$ cat config.mk
export PLATFORM = sky130hd
export DESIGN_NAME = burst_splitter
export DESIGN_NICKNAME = d
export VERILOG_FILES = /design/src/rtl/bsplit_pkg.sv /design/src/rtl/bsplit_len_pick.sv /design/src/rtl/bsplit_len_sel.sv /design/src/rtl/bsplit_ctrl.sv /design/src/rtl/burst_splitter.sv
export SDC_FILE = /design/constraint.sdc
export NUM_CORES = 1
export LEC_CHECK = 0
export BUFFER_PORTS_ARGS = -buffer_cell sky130_fd_sc_hd__buf_2
export CORE_UTILIZATION = 59
export DETAILED_ROUTE_END_ITERATION = 16
export HOLD_SLACK_MARGIN = 0.03
export MAX_ROUTING_LAYER = met4
export PLACE_DENSITY = 0.86
export SLEW_MARGIN = 5
export SYNTH_ARGS = -nofsm -noshare
export SYNTH_HDL_FRONTEND = slang
export SYNTH_SLANG_ARGS = --single-unit
$ cat constraint.sdc
create_clock -name clk -period 13.8 [get_ports clk]
set_input_delay 2.07 -clock clk [delete_from_list [all_inputs] [get_ports clk]]
set_output_delay 2.07 -clock clk [all_outputs]
set_load 0.01 [all_outputs]
$ cat src/rtl/bsplit_pkg.sv
package bsplit_pkg;

    // Fixed burst lengths: BASE_LEN << i for i in [0, NUM_LEN)
    localparam int NUM_LEN     = 3;
    localparam int BASE_LEN    = 4;
    localparam int MAX_LEN     = BASE_LEN << (NUM_LEN - 1);
    localparam int LEN_W       = $clog2(MAX_LEN) + 1;

    // Beat size and alignment granule
    localparam int BEAT_BYTES  = 4;
    localparam int BEAT_SH     = $clog2(BEAT_BYTES);
    localparam int ALIGN_BYTES = 16;
    localparam int ALIGN_SH    = $clog2(ALIGN_BYTES);
    localparam int ALIGN_WORDS = ALIGN_BYTES / BEAT_BYTES;
    localparam int OFS_W       = ALIGN_SH - BEAT_SH;

    typedef enum logic {
        XFER_FIXED = 1'b0,
        XFER_UNDEF = 1'b1
    } xfer_mode_e;

    typedef enum logic {
        ST_IDLE = 1'b0,
        ST_EMIT = 1'b1
    } bsplit_state_e;

    typedef struct packed {
        xfer_mode_e           mode;
        logic [NUM_LEN-1:0]   en;
        logic [LEN_W-1:0]     cap;
    } bsplit_cfg_t;

    // A cap of zero behaves as a cap of one beat
    function automatic logic [LEN_W-1:0] cap_floor(input logic [LEN_W-1:0] c);
        return (c == '0) ? LEN_W'(1) : c;
    endfunction

    function automatic logic [LEN_W-1:0] min_len(input logic [LEN_W-1:0] a,
                                                 input logic [LEN_W-1:0] b);
        return (a < b) ? a : b;
    endfunction

endpackage

$ cat src/rtl/bsplit_len_pick.sv
// Largest enabled fixed length not above both the cap and a limit.
module bsplit_len_pick
    import bsplit_pkg::*;
#(
    parameter int CW = 16
) (
    input  logic [NUM_LEN-1:0] en,
    input  logic [LEN_W-1:0]   cap,
    input  logic [CW-1:0]      limit,
    output logic               fit,
    output logic [LEN_W-1:0]   fit_len
);

    logic [NUM_LEN-1:0] ok;

    for (genvar i = 0; i < NUM_LEN; i++) begin : g_len
        localparam int L = BASE_LEN << i;
        assign ok[i] = en[i] && (CW'(L) <= limit) && (LEN_W'(L) <= cap);
    end

    // Ascending scan: the last eligible length is the largest one
    always_comb begin
        fit     = 1'b0;
        fit_len = '0;
        for (int i = 0; i < NUM_LEN; i++) begin
            if (ok[i]) begin
                fit     = 1'b1;
                fit_len = LEN_W'(BASE_LEN << i);
            end
        end
    end

endmodule

$ cat src/rtl/bsplit_len_sel.sv
// Chooses the length of the current burst from address offset, remainder and settings.
module bsplit_len_sel
    import bsplit_pkg::*;
#(
    parameter int CW = 16
) (
    input  logic [OFS_W-1:0]  ofs,
    input  logic [CW-1:0]     rem,
    input  bsplit_cfg_t       cfg,
    output logic [LEN_W-1:0]  len
);

    logic                aligned;
    logic [LEN_W-1:0]    head;
    logic [LEN_W-1:0]    cap_e;
    logic [LEN_W-1:0]    rem_lim;
    logic                body_fit;
    logic [LEN_W-1:0]    body_pick;
    logic [LEN_W-1:0]    body_len;
    logic                tail_fit;
    logic [LEN_W-1:0]    tail_len;

    assign aligned = (ofs == '0);
    assign head    = LEN_W'(ALIGN_WORDS) - LEN_W'(ofs);
    assign cap_e   = cap_floor(cfg.cap);
    assign rem_lim = (rem < CW'(cap_e)) ? rem[LEN_W-1:0] : cap_e;

    // Body length in undefined-length mode: only the cap limits it
    bsplit_len_pick #(.CW(CW)) u_pick_body (
        .en      (cfg.en),
        .cap     (cap_e),
        .limit   (CW'(cap_e)),
        .fit     (body_fit),
        .fit_len (body_pick)
    );

    // Fixed-length mode: must also fit inside what remains
    bsplit_len_pick #(.CW(CW)) u_pick_tail (
        .en      (cfg.en),
        .cap     (cap_e),
        .limit   (CW'(rem_lim)),
        .fit     (tail_fit),
        .fit_len (tail_len)
    );

    assign body_len = body_fit ? body_pick : LEN_W'(1);

    always_comb begin
        unique case (cfg.mode)
            XFER_UNDEF: begin
                if (!aligned) begin
                    len = min_len(head, rem_lim);
                end else if (rem >= CW'(body_len)) begin
                    len = body_len;
                end else begin
                    len = rem[LEN_W-1:0];
                end
            end
            default: begin
                if (!aligned) begin
                    len = LEN_W'(1);
                end else if (tail_fit) begin
                    len = tail_len;
                end else begin
                    len = rem_lim;
                end
            end
        endcase
    end

endmodule

$ cat src/rtl/bsplit_ctrl.sv
// Request capture, burst handshake, address and remainder tracking.
module bsplit_ctrl
    import bsplit_pkg::*;
#(
    parameter int AW = 32,
    parameter int CW = 16
) (
    input  logic              clk,
    input  logic              rst,
    input  logic              req_valid,
    input  logic [AW-1:0]     req_addr,
    input  logic [CW-1:0]     req_beats,
    input  bsplit_cfg_t       req_cfg,
    output logic              req_ready,
    input  logic              bst_ready,
    input  logic [LEN_W-1:0]  len,
    output logic              bst_valid,
    output logic [AW-1:0]     cur_addr,
    output logic [CW-1:0]     rem,
    output bsplit_cfg_t       cfg,
    output logic              done
);

    bsplit_state_e state;
    logic          last;

    assign req_ready = (state == ST_IDLE);
    assign bst_valid = (state == ST_EMIT);
    assign last      = (rem == CW'(len));

    always_ff @(posedge clk) begin
        if (rst) begin
            state    <= ST_IDLE;
            cur_addr <= '0;
            rem      <= '0;
            cfg      <= '0;
            done     <= 1'b0;
        end else begin
            done <= 1'b0;
            unique case (state)
                ST_IDLE: begin
                    if (req_valid) begin
                        if (req_beats == '0) begin
                            done <= 1'b1;
                        end else begin
                            cur_addr <= req_addr;
                            rem      <= req_beats;
                            cfg      <= req_cfg;
                            state    <= ST_EMIT;
                        end
                    end
                end
                default: begin
                    if (bst_ready) begin
                        cur_addr <= cur_addr + (AW'(len) << BEAT_SH);
                        rem      <= rem - CW'(len);
                        if (last) begin
                            state <= ST_IDLE;
                            done  <= 1'b1;
                        end
                    end
                end
            endcase
        end
    end

endmodule

$ cat src/rtl/burst_splitter.sv
module burst_splitter
    import bsplit_pkg::*;
#(
    parameter int AW = 32,
    parameter int CW = 16
) (
    input  logic               clk,
    input  logic               rst,
    input  logic               req_valid,
    output logic               req_ready,
    input  logic [AW-1:0]      req_addr,
    input  logic [CW-1:0]      req_beats,
    input  logic               req_undef,
    input  logic [NUM_LEN-1:0] req_len_en,
    input  logic [LEN_W-1:0]   req_max_len,
    output logic               bst_valid,
    input  logic               bst_ready,
    output logic [AW-1:0]      bst_addr,
    output logic [LEN_W-1:0]   bst_len,
    output logic               done
);

    bsplit_cfg_t       req_cfg;
    bsplit_cfg_t       cfg;
    logic [AW-1:0]     cur_addr;
    logic [CW-1:0]     rem;
    logic [LEN_W-1:0]  len;

    assign req_cfg = '{mode: xfer_mode_e'(req_undef), en: req_len_en, cap: req_max_len};

    bsplit_ctrl #(.AW(AW), .CW(CW)) u_ctrl (
        .clk       (clk),
        .rst       (rst),
        .req_valid (req_valid),
        .req_addr  (req_addr),
        .req_beats (req_beats),
        .req_cfg   (req_cfg),
        .req_ready (req_ready),
        .bst_ready (bst_ready),
        .len       (len),
        .bst_valid (bst_valid),
        .cur_addr  (cur_addr),
        .rem       (rem),
        .cfg       (cfg),
        .done      (done)
    );

    bsplit_len_sel #(.CW(CW)) u_sel (
        .ofs (cur_addr[ALIGN_SH-1:BEAT_SH]),
        .rem (rem),
        .cfg (cfg),
        .len (len)
    );

    assign bst_addr = cur_addr;
    assign bst_len  = len;

endmodule

; Word-level counts from Yosys, hierarchy flattened
; Index checks and enable logic that the tools add are counted.
[word_totals]
register_bits = 59
elab_cells = 84
[classes]
n_eq_ne = 3
add_sub_neg = 3
mux = 39
bitwise = 2
reduce_logical = 18
n_lt_le_gt_ge = 12
[op_table]
columns = op, n
row1 = 32-bit 2-to-1 mux, 4
row2 = 5-bit 2-to-1 mux, 13
row3 = 16-bit 2-to-1 mux, 4
row4 = 32-bit by 7-bit adder with 32-bit output, 1
row5 = 16-bit by 5-bit == test with 1-bit output, 1
row6 = 16-bit by 5-bit greater-or-equal comparator with 1-bit output, 1
row7 = 16-bit zero test, 1
row8 = 16-bit by 5-bit < comparator with 1-bit output, 1
row9 = 1-bit 2-to-1 mux, 16
row10 = 16-bit by 5-bit subtractor with 16-bit output, 1
row11 = 3-bit by 5-bit <= comparator with 1-bit output (first input constant), 3
row12 = 4-bit by 5-bit <= comparator with 1-bit output (first input constant), 3
row13 = 5-bit <= comparator (first input constant), 3
row14 = 1-bit logical AND, 12
row15 = 3-bit 2-to-1 mux, 2
row16 = 3-bit AND reduction, 2
row17 = 5-bit zero test, 1
row18 = 5-bit < comparator, 1
row19 = 3-bit by 2-bit subtractor with 4-bit output (first input constant), 1
row20 = 2-bit zero test, 1
row21 = 2-bit by 1-bit inequality test with 1-bit output (second input constant), 1
row22 = 2-bit inequality test (second input constant), 1
row23 = 1-bit inverter, 2
row24 = 2-bit nonzero test, 1

; Depth between registers and ports, before layout
; Gate-level depths: netlist of the first run.
[depth]
depth_word = 17
ltp_mapped = 26
ltp_nobuf = 23

; Hierarchy
; Synthesis of the first run repeated with hierarchy kept, for this count alone.
[hier_totals]
cells_unflattened = 675
hier_area_um2 = 5043.6
[modules_own_cells]
columns = module, instances, cells_per_inst, area_each_um2
row1 = bsplit_ctrl, 1, 523, 3966.3
row2 = bsplit_len_sel, 1, 100, 726.9
row3 = bsplit_len_pick, 2, 26, 175.2

; Worst setup path after synthesis of the first run
; OpenSTA, ideal clock, no wires.
[synth_timing]
path_type = reg2out
from = register u_ctrl.cfg[4] (netlist name)
to = output port bst_len[2]
t_arrival_ps = 3189
slack_ps = 8541
path_stages_with_launch = 14
cell_sequence = dfxtp_1 > buf_2 > inv_1 > ha_1 > and4b_1 > o21a_1 > a211oi_4 > mux2i_1 > inv_1 > ha_1 > or3_1 > o211a_1 > a32o_1 > a221o_1
[synth_via]
elab_chain_cells = 13
word_cells_on_any_way = 46
classes_between = order compare (12) / mux (21) / reduce/logical (13)
[synth_lines]
columns = element, line
row1 = 5-bit zero test, bsplit_pkg.sv:35  ; return (c == '0) ? LEN_W'(1) : c;
row2 = 5-bit 2-to-1 mux *, bsplit_pkg.sv:35
row3 = 16-bit by 5-bit < comparator with 1-bit output / 3-bit by 5-bit <= comparator with 1-bit output (equally long branches), "bsplit_len_sel.sv:26, bsplit_len_pick.sv:18"
row4 = 5-bit 2-to-1 mux / 1-bit logical AND (equally long branches), "bsplit_len_sel.sv:26, bsplit_len_pick.sv:18"
row5 = 3-bit by 5-bit <= comparator with 1-bit output / 1-bit logical AND (equally long branches), bsplit_len_pick.sv:18  ; assign ok[i] = en[i] && (CW'(L) <= limit) && (LEN_W'(L) <= cap);
row6 = "1-bit logical AND, or another cell as far along (2 in a row)", bsplit_len_pick.sv:18
row7 = "3-bit 2-to-1 mux, or another cell as far along", bsplit_len_pick.sv:26  ; if (ok[i]) begin
row8 = "5-bit 2-to-1 mux, or another cell as far along (2 in a row)", bsplit_len_pick.sv:26
row9 = 5-bit 2-to-1 mux (on tied branches), "bsplit_len_sel.sv:62, bsplit_len_sel.sv:53"
row10 = 5-bit 2-to-1 mux (on tied branches), "bsplit_len_sel.sv:60, bsplit_len_sel.sv:51"
row11 = 5-bit 2-to-1 mux *, bsplit_len_sel.sv:49  ; unique case (cfg.mode)
row12 = end: declaration, burst_splitter.sv:19  ; output logic [LEN_W-1:0] bst_len,
; Every way passes the cells marked *; elsewhere a longest branch is shown, timed or not.

; Final worst setup path of the first run
[layout_timing]
from = register u_ctrl.cfg[4] (netlist name)
to = register u_ctrl.cur_addr[20]
[layout_via]
elab_chain_cells = 16
word_cells_on_any_way = 49
classes_between = add/sub (1) / order compare (12) / mux (23) / reduce/logical (13)
[layout_lines]
columns = element, line
row1 = 5-bit zero test, bsplit_pkg.sv:35
row2 = 5-bit 2-to-1 mux *, bsplit_pkg.sv:35
row3 = 16-bit by 5-bit < comparator with 1-bit output / 3-bit by 5-bit <= comparator with 1-bit output (equally long branches), "bsplit_len_sel.sv:26, bsplit_len_pick.sv:18"
row4 = 5-bit 2-to-1 mux / 1-bit logical AND (equally long branches), "bsplit_len_sel.sv:26, bsplit_len_pick.sv:18"
row5 = 3-bit by 5-bit <= comparator with 1-bit output / 1-bit logical AND (equally long branches), bsplit_len_pick.sv:18
row6 = "1-bit logical AND, or another cell as far along (2 in a row)", bsplit_len_pick.sv:18
row7 = "1-bit 2-to-1 mux, or another cell as far along (3 in a row)", bsplit_len_pick.sv:26
row8 = 5-bit 2-to-1 mux (on tied branches), "bsplit_len_sel.sv:62, bsplit_len_sel.sv:53"
row9 = 5-bit 2-to-1 mux (on tied branches), "bsplit_len_sel.sv:60, bsplit_len_sel.sv:51"
row10 = 5-bit 2-to-1 mux *, bsplit_len_sel.sv:49
row11 = 32-bit by 7-bit adder with 32-bit output *, bsplit_ctrl.sv:55  ; cur_addr <= cur_addr + (AW'(len) << BEAT_SH);
row12 = 32-bit 2-to-1 mux *, bsplit_ctrl.sv:54  ; if (bst_ready) begin
row13 = 32-bit 2-to-1 mux *, bsplit_ctrl.sv:40  ; unique case (state)
row14 = end signal: assignment, bsplit_ctrl.sv:46  ; cur_addr <= req_addr;
row15 = end signal: assignment, bsplit_ctrl.sv:55
row16 = end: declaration, bsplit_ctrl.sv:18  ; output logic [AW-1:0] cur_addr,
; Every way passes the cells marked *; elsewhere a longest branch is shown, timed or not. The select of a mux whose other input is x is not followed.
; A chain may end at the register's enable or synchronous reset.

==> metrics.txt, run 1 <==
Yosys Warn Count 0; # port buffers 100; die area 7816 um^2; Syn Std Cell Area 4405 um^2; type of origin of the critical path flip-flop; Syn Nets 672; number of synthesized flops with an enable pin 0; Starting DRT DRC Count 433; XOR/XNOR Fraction of Synth Area 0.001988; Post-CTS Hold Buffers 0; Clock Skews 0.007444 ns; GR met1 Demand/Resource 0.4882; setup TNS 0 ns; number of global-route vias before repair 4298; Post-synth top flop dfxtp_1; clk_lat worst skew 0.35 ns; design area 5131 um^2; CTS Sinks 59; Die Ht 88.41 um; most frequent cells in the layout buf_2 (100), nand2_1 (66), dfxtp_1 (58); CTS max path bufs 2; All-Layer GR Usage 0.3574; drt first pass iters 5; Yosys top cell area share 0.2681; Root Driver clkbuf_8; Compound-Gate Fraction of Synth Area 0.2886; FMAX 155.7 MHz; Final setup viols 0; synth unique cells 70; worst min path class reg2reg; Routed wire per std cell 17.60 um; Leak 2.062 nW; max-cap violations 0; GRT Max-Usage Layer met2; final cell count without fillers 768; leading area contributor after synthesis dfxtp_1; Placed Area 4906 um^2; first-pass GRT wire length 20870 um; most common cell after layout, fill and taps aside buf_2; main combinational cell family by area after synthesis compound AO/OA/AOI/OAI gates; Setup Buffers After CTS 0; Synth Area in Adders 0.06873; CP required 14.05 ns; layout cells sized above 1 0.2063; VDD IR max 0.00008770 V; fraction of synthesized area in multiplexers 0.03721; DRC 0; worst reg2reg path depth 23; synth top area cells dfxtp_1 (27%), a21oi_1 (6.0%), ha_1 (6.0%); Initial Utilization 0.6074; Max H-tree Level 3; crit path time final 6.422 ns; num ports 101; Crit Path Max Fanout 12; grt met2 use 0.5343; post-route ant nets 0; crit share post-route 0.4654; Max Slew Vio Count 0; via count 4913; Final Hold Viols 0; row count 31; Core Region 7253 um^2; Syn Area/Cell 7.492 um^2; worst setup margin 7.378 ns; share of the yosys chip area belonging to registers 0.2681; dpl ws 7.601 ns; asr flop ratio synth 0; Slew HR 0.3188; Area growth syn-to-layout 16.47%; met3 GRT Util 0.06343; Die W 88.41 um; Final Core Density 0.7074; Ant. Diodes 0; final net count 749; simple logic cell fraction of the synthesized area 0.2738; unrepaired setup endpoints after global routing false; Synth Register Bits 59; largest net degree at the start of global routing 62; status finished, final reports clean; WHS 0.4530 ns; Clk pin slew, worst setup/hold paths 0.07 ns; CTS tree done; post-CTS sizing 0; fill count 606; routability cong. 0.9842; grt ovf 0; dpl hpwl 9664 um; critical path arrival 6.68 ns; endpoint class of the critical path flip-flop; crit path kind reg2reg; Tot Pwr 597.7 uW; vias per cell 6.397; initial antenna violation count 0; Slew @ Worst Pin 1.019 ns; drt total wl 13510 um; Synth Instances 588; Hold Crit Depth 2; power per cell area 116.5 nW/um^2; CTS buffer count 9; placed insts 753
layer usage:
metal  routed length [um]  vias to the layer above  part of all wire
li1                     -                     2362                 -
met1                 6233                     2320              0.46
met2                 6209                      210              0.46
met3                  832                       21             0.062
met4                  238                        0             0.018
met5                    0                        -                 0
worst paths after layout:
path | start | endpoint | slack, ns
min reg2reg | u_ctrl.cur_addr[0]$_SDFFE_PP0P_ | u_ctrl.cur_addr[0]$_SDFFE_PP0P_ | 0.45
min | u_ctrl.cur_addr[0]$_SDFFE_PP0P_ | u_ctrl.cur_addr[0]$_SDFFE_PP0P_ | 0.45
max reg2reg | u_ctrl.cfg[4]$_SDFFE_PP0P_ | u_ctrl.cur_addr[20]$_SDFFE_PP0P_ | 7.38
max | u_ctrl.cfg[4]$_SDFFE_PP0P_ | u_ctrl.cur_addr[20]$_SDFFE_PP0P_ | 7.38
final cells by class:
class	count	area [um^2]	area share
multi-input combinational	461	2953	0.5755
sequential	59	1182	0.2304
timing repair buffer	105	538.0	0.1049
clock buffer	11	151.4	0.02950
tap	99	123.9	0.02414
inverter	29	108.9	0.02121
clock inverter	4	73.82	0.01439
worst max-delay path, stage by stage, from the launching register on:
cell and delay (ns):
dfxtp_1 0.48, inv_1 0.11, ha_1 0.29, and4b_1 0.21
o21a_1 0.14, a211oi_4 0.54, mux2i_1 0.52, inv_1 0.09
ha_1 0.30, nor2_1 0.04, nor2_1 0.15, o211a_1 0.20
o21ai_0 0.10, a32oi_1 0.35, ha_1 0.24, inv_1 0.07
fa_1 0.43, nor2b_1 0.18, o21ai_0 0.18, a21boi_0 0.51
o2111ai_1 0.52, o21ai_0 0.33, a21oi_1 0.10, a211oi_1 0.26
sequential cells by signal, indices dropped and copies added, names as in the netlist:
name,cells
u_ctrl.rem,16
u_ctrl.cur_addr,32
u_ctrl.done,1
u_ctrl.cfg,9
u_ctrl.bst_valid,1
cells by family after synthesis:
family / count (synthesis)
simple gates: 231
compound gates: 190
buf+inv: 68
flops: 59
fa+ha+maj: 23
mux: 16
xor+xnor: 1
cell usage after synthesis, drive strengths merged, types with 5 or more instances:
master,instances
o21ai,37
a21boi,6
or3,5
a31oi,7
nand3,17
and3,9
nor2,51
and4,5
ha,21
nor3,18
mux2i,13
inv,29
o31ai,5
nor2b,10
buf,6
nand2,66
nand2b,7
nand4,13
o221ai,5
dfxtp,59
clkbuf,33
a21oi,54
o22ai,6
nor4,16
a211oi,20
power breakdown:
group / switching [mW] / internal (mW)
Sequential: 0.0237 / 0.187
Clock: 0.0755 / 0.111
Combinational: 0.120 / 0.0809
Note: power is estimated with default switching activity, not from simulation.
==> run 2: changes to the inputs <==
Settings changed: CORE_UTILIZATION 59 to 55, PLACE_DENSITY 0.86 to 0.81.
Clock period 13.8 ns to 6.72 ns, I/O delays scaled along.
==> metrics.txt, run 2 (synthesis gave the netlist of run 1 again) <==
VDD IR max 0.0001542 V; Clk pin slew, worst setup/hold paths 0.07 ns; final net count 750; Hold Crit Depth 2; Max Slew Vio Count 0; crit path time final 6.186 ns; CP max stage delay 0.52 ns; num ports 101; max-cap violations 0; unrepaired setup endpoints after global routing false; Routed wire per std cell 17.47 um; Post-CTS Hold Buffers 0; vias per cell 6.415; first-pass GRT wire length 21870 um; design area 5102 um^2; setup TNS 0 ns; Leak 2.049 nW; power per cell area 229.7 nW/um^2; reg-to-reg slack, setup 0.53 ns; Die Ht 91.50 um; status finished, final reports clean; CTS buffer count 9; Initial Utilization 0.5701; worst reg2reg path depth 24; crit-path cells inv_1 > ha_1 > and4b_1 > o21a_1 > a211oi_4 > buf_4 > mux2i_1 > inv_1 > ha_1 > nor2_1 > nor2_1 > o211a_1 > o21ai_0 > a32oi_1 > ha_1 > inv_1 > fa_1 > nor2b_1 > o21ai_0 > a21boi_0 > o2111ai_1 > nor2_1 > mux2i_1 > a221oi_1; Crit Path Max Fanout 12; via count 4959; Root Driver clkbuf_8; # port buffers 100; fill count 714; DRT met1 WL 5813 um; Worst R2R Start u_ctrl.cfg[4]$_SDFFE_PP0P_; critical path arrival 6.35 ns; Placed Area 4917 um^2; worst min path class reg2reg; All-Layer GR Usage 0.3343; CP bufs+invs 4; clk_lat worst skew 0.35 ns; CTS max path bufs 2; endpoint class of the critical path flip-flop; layout cells sized above 1 0.2057; most frequent cells in the layout buf_2 (100), nand2_1 (66), dfxtp_1 (58); Crit. path cell count 24; routability cong. 0.9438; Max Used Layer met4; type of origin of the critical path flip-flop; Final setup viols 0; drt total wl 13500 um; Ant. Diodes 0; FMAX 161.7 MHz; grt ovf 0; Slew @ Worst Pin 1.041 ns; initial antenna violation count 0; hold_sp u_ctrl.cur_addr[0]$_SDFFE_PP0P_; CTS tree done; crit share post-route 0.9205; crit path kind reg2reg; Max H-tree Level 3; most common cell after layout, fill and taps aside buf_2; register with the most flip-flops u_ctrl.cur_addr; row count 32; Core Region 7727 um^2; worst setup margin 0.5341 ns; number of global-route vias before repair 4496; Clock Skews 0.01164 ns; DR WL met3 1071 um; critical path's top delay family compound AO/OA/AOI/OAI gates; Final Hold Viols 0; Area growth syn-to-layout 15.82%; CTS Sinks 59; Top Registers u_ctrl.cur_addr (32), u_ctrl.rem (16), u_ctrl.cfg (9); dpl ws 0.6573 ns; post-route ant nets 0; Starting DRT DRC Count 356; max FFs per register 32; met2 wire length 6323 um; die area 8372 um^2; Die W 91.50 um; largest net degree at the start of global routing 62; dpl hpwl 9655 um; Setup Buffers After CTS 0; CP required 6.89 ns; DRC 0; Slew HR 0.3060; drt first pass iters 5; post-CTS sizing 0; CP max stage cell o2111ai_1; WHS 0.4593 ns; r2r endpoint u_ctrl.cur_addr[24]$_SDFFE_PP0P_; hold path endpoint u_ctrl.cur_addr[0]$_SDFFE_PP0P_
run 2: changes by cell type in the layout (fill, tap and decap cells not counted), sizes merged:
cell,previous run,this run
buf,105,106
bufinv,2,1
clkinv,2,4
run 2: per-stage QoR:
step             util  instances  total power, mW
3_5_place_dp   0.6363        757           0.8466
6_report       0.6603        773            1.172
2_1_floorplan       -        588           0.7229
5_1_grt        0.6603        773            1.240
3_3_place_gp   0.6363        757           0.8356
4_1_cts        0.6603        773            1.164
run 2: layer usage:
layer  vias up  track usage
li1       2370            -
met1      2300       0.4413
met2       255       0.5182
met3        34      0.06114
met4         0       0.1019
met5         -            -
run 2: power by group:
part           total [mW]  switching [mW]  internal [mW]
sequential          0.432          0.0492          0.383
clock               0.323           0.152          0.170
combinational       0.417           0.246          0.170
total                1.17           0.448          0.724
run 2: worst min-delay path, cell delays in order, from the launching register on:
cell	delay, ns
dfxtp_1	0.31
nand2_1	0.05
a21oi_1	0.05
run 2: worst max path at each step:
stage	slack, ns	to	from
CTS	0.63	u_ctrl.cur_addr[24]$_SDFFE_PP0P_	u_ctrl.cfg[4]$_SDFFE_PP0P_
floorplan	1.55	u_ctrl.rem[12]$_SDFFE_PP0P_	u_ctrl.cfg[4]$_SDFFE_PP0P_
global route	0.11	u_ctrl.cur_addr[30]$_SDFFE_PP0P_	u_ctrl.cfg[4]$_SDFFE_PP0P_
finish	0.53	u_ctrl.cur_addr[24]$_SDFFE_PP0P_	u_ctrl.cfg[4]$_SDFFE_PP0P_
detailed placement	0.66	u_ctrl.cur_addr[24]$_SDFFE_PP0P_	u_ctrl.cfg[4]$_SDFFE_PP0P_
global placement	0.86	u_ctrl.cur_addr[24]$_SDFFE_PP0P_	u_ctrl.cfg[4]$_SDFFE_PP0P_
run 2: cell type report:
type                    count  area (um^2)  area share
multi-input cells         461         2953      0.5787
flip-flops and latches     59         1182      0.2317
repair buffers            106        545.5      0.1069
clock buffers              11        131.4     0.02575
well taps                 102        127.6     0.02501
inverters                  29        108.9     0.02133
clock inverters             5        53.80     0.01054
